## src/rtl/mdio_slave_pkg.sv

```systemverilog
package mdio_slave_pkg;
  localparam int DW        = 16;
  localparam int RAW       = 5;
  localparam int NREG      = 1 << RAW;
  localparam int STRAP_W   = 4;
  localparam int EXT_AW    = 4;
  localparam int EXT_DEPTH = 1 << EXT_AW;
  localparam int CNT_W     = 5;

  localparam logic [1:0] OP_READ  = 2'b10;
  localparam logic [1:0] OP_WRITE = 2'b01;

  localparam logic [RAW-1:0] IND_CTRL_ADDR = 5'd13;
  localparam logic [RAW-1:0] IND_DATA_ADDR = 5'd14;

  typedef enum logic [1:0] {
    FN_ADDR    = 2'b00,
    FN_DATA    = 2'b01,
    FN_INC_RW  = 2'b10,
    FN_INC_WR  = 2'b11
  } ind_fn_e;

  typedef enum logic [2:0] {
    ST_IDLE,
    ST_START,
    ST_OP,
    ST_PHY,
    ST_REG,
    ST_TA,
    ST_DATA
  } frame_st_e;
endpackage

```

## src/rtl/mdio_frame_fsm.sv

```systemverilog
module mdio_frame_fsm
  import mdio_slave_pkg::*;
(
  input  logic               clk,
  input  logic               rst_n,
  input  logic               en,
  input  logic               line_in,
  input  logic [STRAP_W-1:0] strap,
  input  logic [DW-1:0]      rd_data,
  output logic [RAW-1:0]     rd_addr,
  output logic               rd_req,
  output logic [RAW-1:0]     wr_addr,
  output logic               wr_stb,
  output logic [DW-1:0]      wr_data,
  output logic               drv_val,
  output logic               drv_en,
  output logic               addr_match,
  output logic               frame_wr
);
  frame_st_e        st_q, st_d;
  logic [CNT_W-1:0] cnt_q, cnt_d;
  logic [DW-1:0]    sh_q, sh_d;
  logic [DW-1:0]    tx_q, tx_d;
  logic [RAW-1:0]   ra_q, ra_d;
  logic             seen_q, seen_d;
  logic             match_q, match_d;
  logic             rd_q, rd_d;
  logic             wr_q, wr_d;
  logic             oe_q, oe_d;
  logic             out_q, out_d;
  logic [RAW-1:0]   field5;

  assign field5 = {sh_q[RAW-2:0], line_in};

  always_comb begin
    st_d    = st_q;
    cnt_d   = cnt_q;
    sh_d    = {sh_q[DW-2:0], line_in};
    tx_d    = tx_q;
    ra_d    = ra_q;
    seen_d  = seen_q;
    match_d = match_q;
    rd_d    = rd_q;
    wr_d    = wr_q;
    oe_d    = oe_q;
    out_d   = out_q;
    rd_req  = 1'b0;
    wr_stb  = 1'b0;
    unique case (st_q)
      ST_IDLE: begin
        match_d = 1'b0;
        rd_d    = 1'b0;
        wr_d    = 1'b0;
        if (line_in)     seen_d = 1'b1;
        else if (seen_q) st_d   = ST_START;
      end
      ST_START: begin
        if (line_in) begin
          st_d  = ST_OP;
          cnt_d = '0;
        end else begin
          st_d   = ST_IDLE;
          seen_d = 1'b0;
        end
      end
      ST_OP: begin
        if (cnt_q == '0) begin
          cnt_d = 5'd1;
        end else begin
          cnt_d = '0;
          if ({sh_q[0], line_in} == OP_READ) begin
            rd_d = 1'b1;
            st_d = ST_PHY;
          end else if ({sh_q[0], line_in} == OP_WRITE) begin
            wr_d = 1'b1;
            st_d = ST_PHY;
          end else begin
            st_d   = ST_IDLE;
            seen_d = 1'b0;
          end
        end
      end
      ST_PHY: begin
        cnt_d = cnt_q + 5'd1;
        if (cnt_q == 5'(RAW-1)) begin
          match_d = (field5 == {1'b0, strap});
          cnt_d   = '0;
          st_d    = ST_REG;
        end
      end
      ST_REG: begin
        cnt_d = cnt_q + 5'd1;
        if (cnt_q == 5'(RAW-1)) begin
          ra_d  = field5;
          cnt_d = '0;
          st_d  = ST_TA;
          if (rd_q && match_q) begin
            rd_req = 1'b1;
            tx_d   = rd_data;
          end
        end
      end
      ST_TA: begin
        if (cnt_q == '0) begin
          cnt_d = 5'd1;
          if (rd_q && match_q) begin
            oe_d  = 1'b1;
            out_d = 1'b0;
          end
        end else begin
          cnt_d = '0;
          st_d  = ST_DATA;
          out_d = tx_q[DW-1];
          tx_d  = {tx_q[DW-2:0], 1'b0};
        end
      end
      ST_DATA: begin
        cnt_d = cnt_q + 5'd1;
        out_d = tx_q[DW-1];
        tx_d  = {tx_q[DW-2:0], 1'b0};
        if (cnt_q == 5'(DW-1)) begin
          st_d   = ST_IDLE;
          seen_d = 1'b0;
          oe_d   = 1'b0;
          out_d  = 1'b0;
          cnt_d  = '0;
          if (wr_q && match_q) wr_stb = 1'b1;
        end
      end
      default: begin
        st_d   = ST_IDLE;
        seen_d = 1'b0;
      end
    endcase
  end

  always_ff @(posedge clk or negedge rst_n) begin
    if (!rst_n) begin
      st_q    <= ST_IDLE;
      cnt_q   <= '0;
      sh_q    <= '0;
      tx_q    <= '0;
      ra_q    <= '0;
      seen_q  <= 1'b0;
      match_q <= 1'b0;
      rd_q    <= 1'b0;
      wr_q    <= 1'b0;
      oe_q    <= 1'b0;
      out_q   <= 1'b0;
    end else if (en) begin
      st_q    <= st_d;
      cnt_q   <= cnt_d;
      sh_q    <= sh_d;
      tx_q    <= tx_d;
      ra_q    <= ra_d;
      seen_q  <= seen_d;
      match_q <= match_d;
      rd_q    <= rd_d;
      wr_q    <= wr_d;
      oe_q    <= oe_d;
      out_q   <= out_d;
    end
  end

  assign rd_addr    = field5;
  assign wr_addr    = ra_q;
  assign wr_data    = {sh_q[DW-2:0], line_in};
  assign drv_val    = out_q;
  assign drv_en     = oe_q;
  assign addr_match = match_q;
  assign frame_wr   = wr_q;
endmodule

```

## src/rtl/mdio_regbank.sv

```systemverilog
module mdio_regbank
  import mdio_slave_pkg::*;
(
  input  logic           clk,
  input  logic           rst_n,
  input  logic           en,
  input  logic [RAW-1:0] rd_addr,
  input  logic           rd_req,
  output logic [DW-1:0]  rd_data,
  input  logic [RAW-1:0] wr_addr,
  input  logic           wr_stb,
  input  logic [DW-1:0]  wr_data
);
  logic [DW-1:0]     plain_q [NREG];
  ind_fn_e           fn_q, fn_d;
  logic [4:0]        dev_q, dev_d;
  logic [DW-1:0]     xaddr_q, xaddr_d;
  logic [DW-1:0]     ext_q [EXT_DEPTH];
  logic [EXT_AW-1:0] xidx;
  logic              ext_we;

  assign xidx = xaddr_q[EXT_AW-1:0];

  for (genvar g = 0; g < NREG; g++) begin : g_plain
    if (g == int'(IND_CTRL_ADDR) || g == int'(IND_DATA_ADDR)) begin : g_hole
      assign plain_q[g] = '0;
    end else begin : g_store
      always_ff @(posedge clk or negedge rst_n) begin
        if (!rst_n)                                      plain_q[g] <= '0;
        else if (en && wr_stb && wr_addr == RAW'(g))     plain_q[g] <= wr_data;
      end
    end
  end

  always_comb begin
    unique case (rd_addr)
      IND_CTRL_ADDR: rd_data = {fn_q, 9'd0, dev_q};
      IND_DATA_ADDR: rd_data = (fn_q == FN_ADDR) ? xaddr_q : ext_q[xidx];
      default:       rd_data = plain_q[rd_addr];
    endcase
  end

  always_comb begin
    fn_d    = fn_q;
    dev_d   = dev_q;
    xaddr_d = xaddr_q;
    ext_we  = 1'b0;
    if (wr_stb && wr_addr == IND_CTRL_ADDR) begin
      fn_d  = ind_fn_e'(wr_data[DW-1:DW-2]);
      dev_d = wr_data[4:0];
    end else if (wr_stb && wr_addr == IND_DATA_ADDR) begin
      if (fn_q == FN_ADDR) begin
        xaddr_d = wr_data;
      end else begin
        ext_we = 1'b1;
        if (fn_q != FN_DATA) xaddr_d = xaddr_q + 16'd1;
      end
    end else if (rd_req && rd_addr == IND_DATA_ADDR && fn_q == FN_INC_RW) begin
      xaddr_d = xaddr_q + 16'd1;
    end
  end

  always_ff @(posedge clk or negedge rst_n) begin
    if (!rst_n) begin
      fn_q    <= FN_ADDR;
      dev_q   <= '0;
      xaddr_q <= '0;
    end else if (en) begin
      fn_q    <= fn_d;
      dev_q   <= dev_d;
      xaddr_q <= xaddr_d;
    end
  end

  always_ff @(posedge clk or negedge rst_n) begin
    if (!rst_n) begin
      for (int i = 0; i < EXT_DEPTH; i++) ext_q[i] <= '0;
    end else if (en && ext_we) begin
      ext_q[xidx] <= wr_data;
    end
  end
endmodule

```

## src/rtl/mdio_slave_top.sv

```systemverilog
module mdio_slave_top
  import mdio_slave_pkg::*;
(
  input  logic               mdc,
  input  logic               rst_n,
  input  logic [STRAP_W-1:0] strap_addr,
  input  logic               mdio_in,
  output logic               mdio_out,
  output logic               mdio_oe
);
  logic               armed_q;
  logic [STRAP_W-1:0] strap_q;
  logic [RAW-1:0]     rd_addr, wr_addr;
  logic               rd_req, wr_stb;
  logic [DW-1:0]      rd_data, wr_data;
  logic               fr_match, fr_wr;

  always_ff @(posedge mdc or negedge rst_n) begin
    if (!rst_n) begin
      armed_q <= 1'b0;
      strap_q <= '0;
    end else if (!armed_q) begin
      armed_q <= 1'b1;
      strap_q <= strap_addr;
    end
  end

  mdio_frame_fsm u_fsm (
    .clk        (mdc),
    .rst_n      (rst_n),
    .en         (armed_q),
    .line_in    (mdio_in),
    .strap      (strap_q),
    .rd_data    (rd_data),
    .rd_addr    (rd_addr),
    .rd_req     (rd_req),
    .wr_addr    (wr_addr),
    .wr_stb     (wr_stb),
    .wr_data    (wr_data),
    .drv_val    (mdio_out),
    .drv_en     (mdio_oe),
    .addr_match (fr_match),
    .frame_wr   (fr_wr)
  );

  mdio_regbank u_bank (
    .clk     (mdc),
    .rst_n   (rst_n),
    .en      (armed_q),
    .rd_addr (rd_addr),
    .rd_req  (rd_req),
    .rd_data (rd_data),
    .wr_addr (wr_addr),
    .wr_stb  (wr_stb),
    .wr_data (wr_data)
  );
endmodule

```

## config.mk

```make
export PLATFORM = sky130hd
export DESIGN_NAME = mdio_slave_top
export DESIGN_NICKNAME = d
export VERILOG_FILES = /design/src/rtl/mdio_slave_pkg.sv /design/src/rtl/mdio_frame_fsm.sv /design/src/rtl/mdio_regbank.sv /design/src/rtl/mdio_slave_top.sv
export SDC_FILE = /design/constraint.sdc
export NUM_CORES = 1
export LEC_CHECK = 0
export BUFFER_PORTS_ARGS = -buffer_cell sky130_fd_sc_hd__buf_4
export CORE_MARGIN = 5
export CORE_UTILIZATION = 35
export DETAILED_ROUTE_END_ITERATION = 12
export GPL_ROUTABILITY_DRIVEN = 0
export PLACE_DENSITY = 0.57
export SYNTH_ARGS = -nofsm -noshare
export SYNTH_HDL_FRONTEND = slang
export SYNTH_HIERARCHICAL = 1
export SYNTH_SLANG_ARGS = --single-unit
```

## constraint.sdc

```tcl
create_clock -name mdc -period 3.85 [get_ports mdc]
set_input_delay 0.77 -clock mdc [delete_from_list [all_inputs] [get_ports mdc]]
set_output_delay 0.77 -clock mdc [all_outputs]
set_load 0.02 [all_outputs]
```

=== Word level (Yosys, flattened, before mapping) ===
Cells that the tools add are included.

* Bits in registers: 814
* Word-level logic and storage cells: 267

* Add/sub/neg operators: 2
* Magnitude comparators: 3
* Equal/unequal tests: 65
* Muxes and demuxes: 67
* Bitwise gates (word level): 4
* Reduce and logical (&&, ||, !) cells: 64

{| class="wikitable"
|+ Operators by type and width
! operator !! number
|-
| bitwise mux 256 bit || 1
|-
| two-way mux 16 bit || 13
|-
| binary-select mux 16 bit (select 5 bit) || 1
|-
| == test 5 bit, second input constant || 16
|-
| binary-select mux 16 bit (select 4 bit) || 1
|-
| demux 16 bit (select 4 bit) || 1
|-
| == test 5 x 4 -> 1 bit, second input constant || 11
|-
| case mux 16 bit (3 select lines) || 1
|-
| logical AND 1 bit || 39
|-
| case mux 16 bit (2 select lines) || 1
|-
| two-way mux 1 bit || 27
|-
| == test 5 x 3 -> 1 bit, second input constant || 5
|-
| two-way mux 3 bit || 8
|-
| case mux 3 bit (7 select lines) || 1
|-
| != test 2 x 1 -> 1 bit, second input constant || 10
|-
| case mux 5 bit (4 select lines) || 1
|-
| adder 16 x 1 -> 16 bit, second input constant || 1
|-
| != test 2 bit, second input constant || 8
|-
| AND reduction 8 bit || 2
|-
| two-way mux 5 bit || 3
|-
| AND reduction 5 bit || 3
|-
| AND reduction 3 bit || 4
|-
| == test 5 x 2 -> 1 bit, second input constant || 2
|-
| logical NOT 5 bit || 2
|-
| 27 further kinds || 43
|}

=== Depth between registers and ports, before layout ===
Gate-level depths: netlist (run 1).

* Depth after elaboration: 9
* Gate-level depth with buffers: 13
* Gate-level depth less buffers: 9

=== Modules after synthesis ===
Netlist (run 1), hierarchy kept.

{| class="wikitable"
|+ By module, submodules not included
! module !! instances !! cells an instance !! area an instance (µm²)
|-
| mdio_regbank || 1 || 2416 || 35469.0
|-
| mdio_frame_fsm || 1 || 259 || 2652.5
|-
| mdio_slave_top || 1 || 10 || 173.9
|}

=== Worst setup path after synthesis (run 1) ===
OpenSTA, ideal clock, no wires.

* Path kind: reg2reg
* Start: register u_fsm.st_q[2]
* End: register u_bank/ext_q[165] (netlist name)
* Arrival: 3010 ps
* Required time: 3725 ps
* Setup slack: 715 ps
* Cell stages (with the launch flop): 13
* Cells stage by stage: dfrtp_1 buf_2 clkbuf_1 nand3_1 nor2_1 nand3b_4 or4_4 buf_6 nor3_4 and2_1 buf_4 buf_4 mux2_2

* Cells in the longest elaborated chain, start to end: 6
* Elaborated cells on any way between the ends: 7

{| class="wikitable"
|+ Ends and longest elaborated chain
! what !! line !! source
|-
| start: declaration || mdio_frame_fsm.sv:20 || <nowiki>frame_st_e st_q, st_d;</nowiki>
|-
| start signal: assignment || mdio_frame_fsm.sv:151 || <nowiki>st_q <= st_d;</nowiki>
|-
| == test 3 bit * || mdio_frame_fsm.sv:49 || <nowiki>unique case (st_q)</nowiki>
|-
| two-way mux 1 bit * || mdio_frame_fsm.sv:49 ||
|-
| named net wr_stb || mdio_slave_top.sv:14 || <nowiki>logic rd_req, wr_stb;</nowiki>
|-
| logical AND 1 bit || mdio_regbank.sv:51 || <nowiki>end else if (wr_stb && wr_addr == IND_DATA_ADDR) begin</nowiki>
|-
| two-way mux 1 bit || mdio_regbank.sv:51 ||
|-
| two-way mux 1 bit * || mdio_regbank.sv:48 || <nowiki>if (wr_stb && wr_addr == IND_CTRL_ADDR) begin</nowiki>
|-
| logical AND 1 bit * || mdio_regbank.sv:78 || <nowiki>end else if (en && ext_we) begin</nowiki>
|-
| end signal: indexed assignment || mdio_regbank.sv:79 || <nowiki>ext_q[xidx] <= wr_data;</nowiki>
|-
| end: declaration || mdio_regbank.sv:18 || <nowiki>logic [DW-1:0] ext_q [EXT_DEPTH];</nowiki>
|}

The timed path passes the listed nets; every way through them passes the cells marked *.
A chain may end at the register's enable or synchronous reset.

=== Final worst setup path (run 1) ===
* Start: register u_fsm.cnt_q[0]
* End: register u_bank/ext_q[252] (netlist name)

* Cells in the longest elaborated chain, start to end: 7
* Elaborated cells on any way between the ends: 8

{| class="wikitable"
|+ Ends and longest elaborated chain
! what !! line !! source
|-
| start: declaration || mdio_frame_fsm.sv:21 || <nowiki>logic [CNT_W-1:0] cnt_q, cnt_d;</nowiki>
|-
| start signal: assignment || mdio_frame_fsm.sv:152 || <nowiki>cnt_q <= cnt_d;</nowiki>
|-
| == test 5 x 4 -> 1 bit * || mdio_frame_fsm.sv:121 || <nowiki>if (cnt_q == 5'(DW-1)) begin</nowiki>
|-
| two-way mux 1 bit * || mdio_frame_fsm.sv:121 ||
|-
| two-way mux 1 bit * || mdio_frame_fsm.sv:49 ||
|-
| named net wr_stb || mdio_slave_top.sv:14 ||
|-
| logical AND 1 bit || mdio_regbank.sv:51 ||
|-
| two-way mux 1 bit || mdio_regbank.sv:51 ||
|-
| two-way mux 1 bit * || mdio_regbank.sv:48 ||
|-
| logical AND 1 bit * || mdio_regbank.sv:78 ||
|}

Marked as above.

==> run metrics, run 1 <==
P_sw=5.79 mW; first-pass GRT wire length=between 150000 and 200000 um; Yosys top cell by area=dfrtp_1; Mapped Cells=about 2700; Critical Path Start Type=flip-flop; max-cap violation count=0; CTS Buf Count=88; clock group share of total power=42.8%; WL final=109000 um; Worst IR Drop VDD=0.343 mV; PortBufs=8; Core Area=between 100000 and 150000 um2; H-tree Lvls=3; Die Ht=341 um; warning count from the yosys run=6; shortest period the worst path allows=3.41 ns; worst r2r dst=u_bank/ext_q[252]; vias in the first global route=between 20000 and 25000; sequential area share after synthesis=between 50% and 60%; Clock Path Buffers=3; register bit total from synthesis=between 800 and 900; internal power=approximately 14 mW; Register-to-Register Path Depth=10; LEAKAGE=approximately 20 nW; worst r2r src=u_fsm/cnt_q[0]; FFs w/ async S/R, synth=100%; Wirelength per Cell=around 26 um; Sink Count=just over 800; CP Capture Type=flip-flop; CTS tree=yes; Post-DRT Antenna Nets=0; largest net degree at the start of global routing=between 150 and 200; most common cell after layout, fill and taps aside=dfrtp_1; post-DP HPWL=68200 um; Worst EP required=about 4.4 ns; CP endpoint=u_bank/ext_q[252]; initial DRC count=1970; FP Rows=121; GR Overflow Total=0; initial antenna violation count=4; commonest non-fill, non-tap cells in the layout=dfrtp_1, mux2_2, mux4_2, buf_4, nand2_1; Hold Path Class=input port to flip-flop; Worst Setup SP=u_fsm/cnt_q[0]; Final Max Tran Viols=0; status=finished, final reports clean; CP max FO=16; # fillers=~10000; final setup fails=0; Vias=around 24000; switching portion of total power=28.5%; Synth Flop Type=dfrtp_1; clk root buf=clkbuf_16; critical path arrival=3.93 ns; # IOs=9; DRT Pass-1 Iters=6; Worst Max-Slew Pin Slew=between 1 and 1.5 ns; Area Growth Syn to Fin=12.8%; area share of the largest cell type after synthesis=a little over half; class of the most critical setup path=flip-flop to flip-flop; Yosys cell types=roughly 80; Fin. Hold Viols=0; die area=approximately 120000 um2; vias per cell=~5.7; share of layout cells above drive strength 1=a little under half; Hold Startpoint=strap_addr[1]; post-synth design cell area=38300 um2; Max Clk Rate=0.293 GHz; Period Utilization, post-route=between 80% and 90%; Die W=around 340 um; syn nets=~2700; largest cells by area after synthesis=dfrtp_1, mux2_2, mux4_2; slew margin rel.=12.9%; total track usage=about a fifth; Flop pwr share=between 40% and 50%; residual DRC count=0; clk slew on worst S/H paths=approximately 0.06 ns; Comb power frac=under 10%; setup tns final=0 ns; skew final=roughly 0.032 ns; Starting Density=between 30% and 40%; Avg Inst Size Synth=~14 um2; post-route cell area=around 43000 um2; Final #Nets=approximately 2700; RSZ-0062 raised after global routing=no; Post-synth EDFFs=0; clk_lat worst skew=~0.67 ns; DP Area=around 40000 um2; pwr dens=approximately 470 nW/um2; reg2reg setup slack=0.44 ns
-- power by group through the flow --
stage | clock network [mW] | logic [mW] | registers (mW)
after floorplan | 0 | 1.48 | 9.01
after global placement | 0 | 1.83 | 9.80
after detailed placement | 0 | 1.87 | 9.85
after CTS | 8.90 | 1.88 | 9.69
after global routing | 9.25 | 2.03 | 9.75
final | 8.69 | 1.88 | 9.71
-- stage by stage --
step | worst slack (ns) | util [%] | hold slack (ns) | power [mW] | std cells
5_1_grt | 0.230 | 39.7 | 0.332 | 21.0 | 4158
3_3_place_gp | 0.228 | 37.0 | 0.474 | 11.6 | 4000
2_1_floorplan | 0.715 | - | 0.445 | 10.5 | 2685
6_report | 0.441 | 39.7 | 0.363 | 20.3 | 4159
3_5_place_dp | 0.174 | 37.0 | 0.479 | 11.7 | 4000
4_1_cts | 0.465 | 39.7 | 0.318 | 20.5 | 4158
-- Yosys cell counts (all sizes together), types with 4 or more instances --
| library cell | number |
|---|---|
| clkbuf | 138 |
| nor4 | 7 |
| a31oi | 4 |
| buf | 103 |
| a221oi | 18 |
| nand4 | 13 |
| xnor2 | 5 |
| mux2i | 79 |
| nor2b | 22 |
| mux4 | 151 |
| ha | 9 |
| mux2 | 783 |
| o211ai | 10 |
| dfrtp | 814 |
| and3 | 4 |
| and2 | 5 |
| nor3 | 30 |
| o22a | 5 |
| nand2 | 115 |
| a22o | 4 |
| or2 | 6 |
| a22oi | 11 |
| o31ai | 5 |
| a32oi | 4 |
| nand2b | 15 |
| o21ai | 65 |
| nand3 | 25 |
| a211o | 4 |
| a221o | 4 |
| or3 | 8 |
| a211oi | 18 |
| a21oi | 47 |
| o22ai | 16 |
| or4 | 7 |
| inv | 19 |
| nor2 | 70 |
-- state kept, by name, indices dropped and copies added, names as in the netlist, 5 cells and up --
name,count
u_bank/ext_q,256
u_bank/plain_q,480
u_fsm/wr_addr,5
u_bank/xaddr_q,16
u_fsm/cnt_q,5
u_fsm/sh_q,15
u_bank/dev_q,5
u_fsm/tx_q,16
-- critical path, cell delays in order, from the launching register on --
cell	delay, ns
dfrtp_1	0.41
ha_1	0.20
and4b_2	0.30
nand2_1	0.10
nor2_1	0.18
buf_4	0.18
nand3b_4	0.13
or4_4	0.64
nor3_4	0.39
nand2_4	0.31
mux2_4	0.39
-- area by class of cell --
type                            count  area (um2)  area share, %
Sequential cell                   814       20400           47.2
Multi-Input combinational cell   1610       16800           38.8
Clock buffer                      125        2540           5.88
Tap cell                         1414        1770           4.09
Timing Repair Buffer              143        1220           2.81
Clock inverter                     32         437           1.01
Inverter                           20        75.1          0.174
Antenna cell                        1        2.50        0.00579
-- per-layer routing --
metal  part of all wire (%)  vias up  global-route usage, %
met4                    3.0        0                   5.08
met3                    6.0      197                   3.38
met2                     48      729                   30.6
met1                     43    12800                   25.5
li1                       -     9886                      -
met5                      0        -                      0
-- how the worst min path moves through the flow --
stage,endpoint,slack [ns],cells past startpoint
3_5_place_dp,u_fsm/tx_q[8],0.48,2
3_3_place_gp,u_fsm/tx_q[2],0.47,2
5_1_grt,strap_q[1],0.33,2
6_report,strap_q[1],0.36,2
4_1_cts,strap_q[1],0.32,2
2_1_floorplan,u_fsm/wr_addr[1],0.44,2
-- cells by family (layout without fill, tap and decap cells) --
kind of cell / after synthesis / after routing / synth area share, %
xor+xnor: 6 / 6 / 0.137
compound gates: 239 / 239 / 4.19
simple gates: 342 / 342 / 4.65
other cells: 1 / 2 / 0.00979
flops: 814 / 814 / 53.2
fa+ha+maj: 9 / 9 / 0.294
buf+inv: 261 / 320 / 3.16
mux: 1013 / 1013 / 34.4
-- timing repair --
item,4_1_cts,5_1_grt
resized for setup,0,0
endpoints found under the hold margin,11,0
hold buffers,1,0
buffers inserted,0,0
Note: power is estimated with default switching activity, not from simulation.
==> inputs of run 2 (changes only) <==
--- a/config.mk
+++ b/config.mk
@@ -11,7 +11,7 @@
 export DETAILED_ROUTE_END_ITERATION = 12
 export GPL_ROUTABILITY_DRIVEN = 0
 export PLACE_DENSITY = 0.57
+export RECOVER_POWER = 100
 export SYNTH_ARGS = -nofsm -noshare
 export SYNTH_HDL_FRONTEND = slang
-export SYNTH_HIERARCHICAL = 1
 export SYNTH_SLANG_ARGS = --single-unit
==> run metrics, run 2 <==
status=finished, violations left; violated checks=capacitance limit, slew limit; Starting Density=35.2%; slew margin rel.=-113%; Area Growth Syn to Fin=9.78%; hold path depth=2; clk slew on worst S/H paths=roughly 0.06 ns; register bit total from synthesis=just over 800; Period Utilization, post-route=~92%; Synth top cells by count=dfrtp_1, mux2_2, nand2_1; cts hold-fix bufs=0; share of layout cells above drive strength 1=32.2%; H-tree Lvls=3; Core Area=between 100000 and 150000 um2; Critical Path Start Type=flip-flop; skew final=roughly 0.028 ns; syn nets=roughly 2900; RSZ-0062 raised after global routing=no; Yosys top cell by area=dfrtp_1; M1 GR Usage=25.4%; Register-to-Register Path Depth=9; pwr dens=465 nW/um2; Worst Max-Slew Pin Slew=roughly 3.2 ns; Die W=between 300 and 400 um; area share of the largest cell type after synthesis=53.1%; Clock Path Buffers=3; Worst EP required=~4.4 ns; shortest period the worst path allows=3.54 ns; Die Ht=around 340 um; Hold Path Class=input port to flip-flop; largest net degree at the start of global routing=154; Final Max Tran Viols=between 200 and 300; Fin. Hold Viols=0; count leader, synth=dfrtp_1; first-pass GRT wire length=between 150000 and 200000 um; Util after Layout=approximately two fifths; most common cell after layout, fill and taps aside=dfrtp_1; busiest grt layer=met2; residual DRC count=0; PortBufs=8; FFs w/ async S/R, synth=100%; most flop-heavy register=u_bank.plain_q; largest cells by area after synthesis=dfrtp_1, mux2_2, mux4_2; CP max FO=24; Post-CTS Resized=0; CTS tree=yes; Worst IR Drop VDD=0.264 mV; class of the most critical setup path=flip-flop to flip-flop; vias in the first global route=about 24000; # fillers=about 10000; max-cap violation count=8; Post-CTS Setup Bufs=0; clk_lat worst skew=0.65 ns; Post-synth EDFFs=0; Avg Inst Size Synth=roughly 13 um2; met3 usage=roughly 2.7%; Wirelength per Cell=between 20 and 25 um; critical path arrival=between 4 and 5 ns; initial DRC count=roughly 1900; CTS Buf Count=86; FP Rows=~120; clk root buf=clkbuf_16; warning count from the yosys run=0; post-route cell area=around 42000 um2; CP Capture Type=flip-flop; met2 Usage GRT=between 20% and 30%; final setup fails=0; total track usage=between 10% and 20%; Yosys cell types=between 70 and 80; max reg flops=480; DRT Pass-1 Iters=5; Post-DRT Antenna Nets=0; GR Overflow Total=0; LEAKAGE=a little under 20 nW; post-DP HPWL=around 64000 um; DP Area=approximately 40000 um2; Final #Nets=2819; die area=between 100000 and 150000 um2; Synth Flop Type=dfrtp_1; post-synth design cell area=between 30000 and 40000 um2; sequential area share after synthesis=a little over half; top flop regs=u_bank.plain_q (480), u_bank.ext_q (256); initial antenna violation count=5; # IOs=9; vias per cell=between 5 and 6; Mapped Cells=2858; Vias=roughly 23000; commonest non-fill, non-tap cells in the layout=dfrtp_1, mux2_2, nand2_1, o21ai_0, mux4_2; WL final=about 100000 um; Sink Count=814; setup tns final=0 ns; Power, Total=a little under 20 mW; Max Clk Rate=between 0.2 and 0.3 GHz
run 2: worst max-delay path: stages (launching register included):
cell,delay (ns)
dfrtp_4,0.66
inv_1,0.14
ha_1,0.25
nor2_1,0.13
clkbuf_1,0.21
a2111oi_0,1.15
nand2_1,0.12
a211oi_1,0.27
a221oi_1,0.21
a22o_1,0.29
run 2: cell type report:
class / count / area (um2) / share of cell area (%)
Antenna cell: 1 / 2.50 / 0.00595
Inverter: 20 / 75.1 / 0.178
Multi-Input combinational cell: 1756 / 16200 / 38.4
Tap cell: 1414 / 1770 / 4.20
Clock buffer: 126 / 2460 / 5.86
Clock inverter: 26 / 304 / 0.723
Sequential cell: 814 / 20400 / 48.5
Timing Repair Buffer: 124 / 898 / 2.14
run 2: logic make-up after synthesis:
family | Yosys count | share of synthesized area, %
buffers and inverters | 288 | 3.57
and+or+nand+nor | 448 | 5.73
AOI/OAI and AO/OA | 419 | 6.73
xor gates and xnor gates | 4 | 0.0914
muxes | 874 | 30.4
other | 1 | 0.00978
DFF | 814 | 53.1
adders and majority gates | 10 | 0.326
run 2: final timing paths:
check | from | endpoint | slack (ns)
hold reg to reg | u_bank.plain_q[418] | u_bank.plain_q[418] | 0.47
setup reg to reg | u_fsm.sh_q[0] | u_fsm.tx_q[0] | 0.31
min in group asynchronous | rst_n | u_bank.ext_q[179] | 1.19
max in group asynchronous | rst_n | u_fsm.sh_q[6] | 0.68
setup / recovery | u_fsm.sh_q[0] | u_fsm.tx_q[0] | 0.31
hold / removal | strap_addr[0] | strap_q[0] | 0.35
run 2: per-layer routing:
| layer | wire length, um | up-vias |
|---|---|---|
| met2 | 45900 | 518 |
| li1 | - | 10300 |
| met5 | 0 | - |
| met3 | 4310 | 165 |
| met4 | 2900 | 0 |
| met1 | 48100 | 12300 |
run 2: through the flow:
stage                     hold slack [ns]  instances  worst slack, ns
after floorplan                     0.444       2858            0.524
after global placement              0.456       4128            0.114
after detailed placement            0.465       4128            0.163
after CTS                          0.0209       4280            0.542
after global routing                0.323       4280            0.178
final                               0.346       4281            0.307
run 2: where the power goes:
group          total (mW)  switching (mW)  internal, mW
Sequential           9.30           0.564          8.74
Clock                8.28            3.50          4.78
Combinational        1.97            1.45         0.527
Total                19.6            5.51          14.0
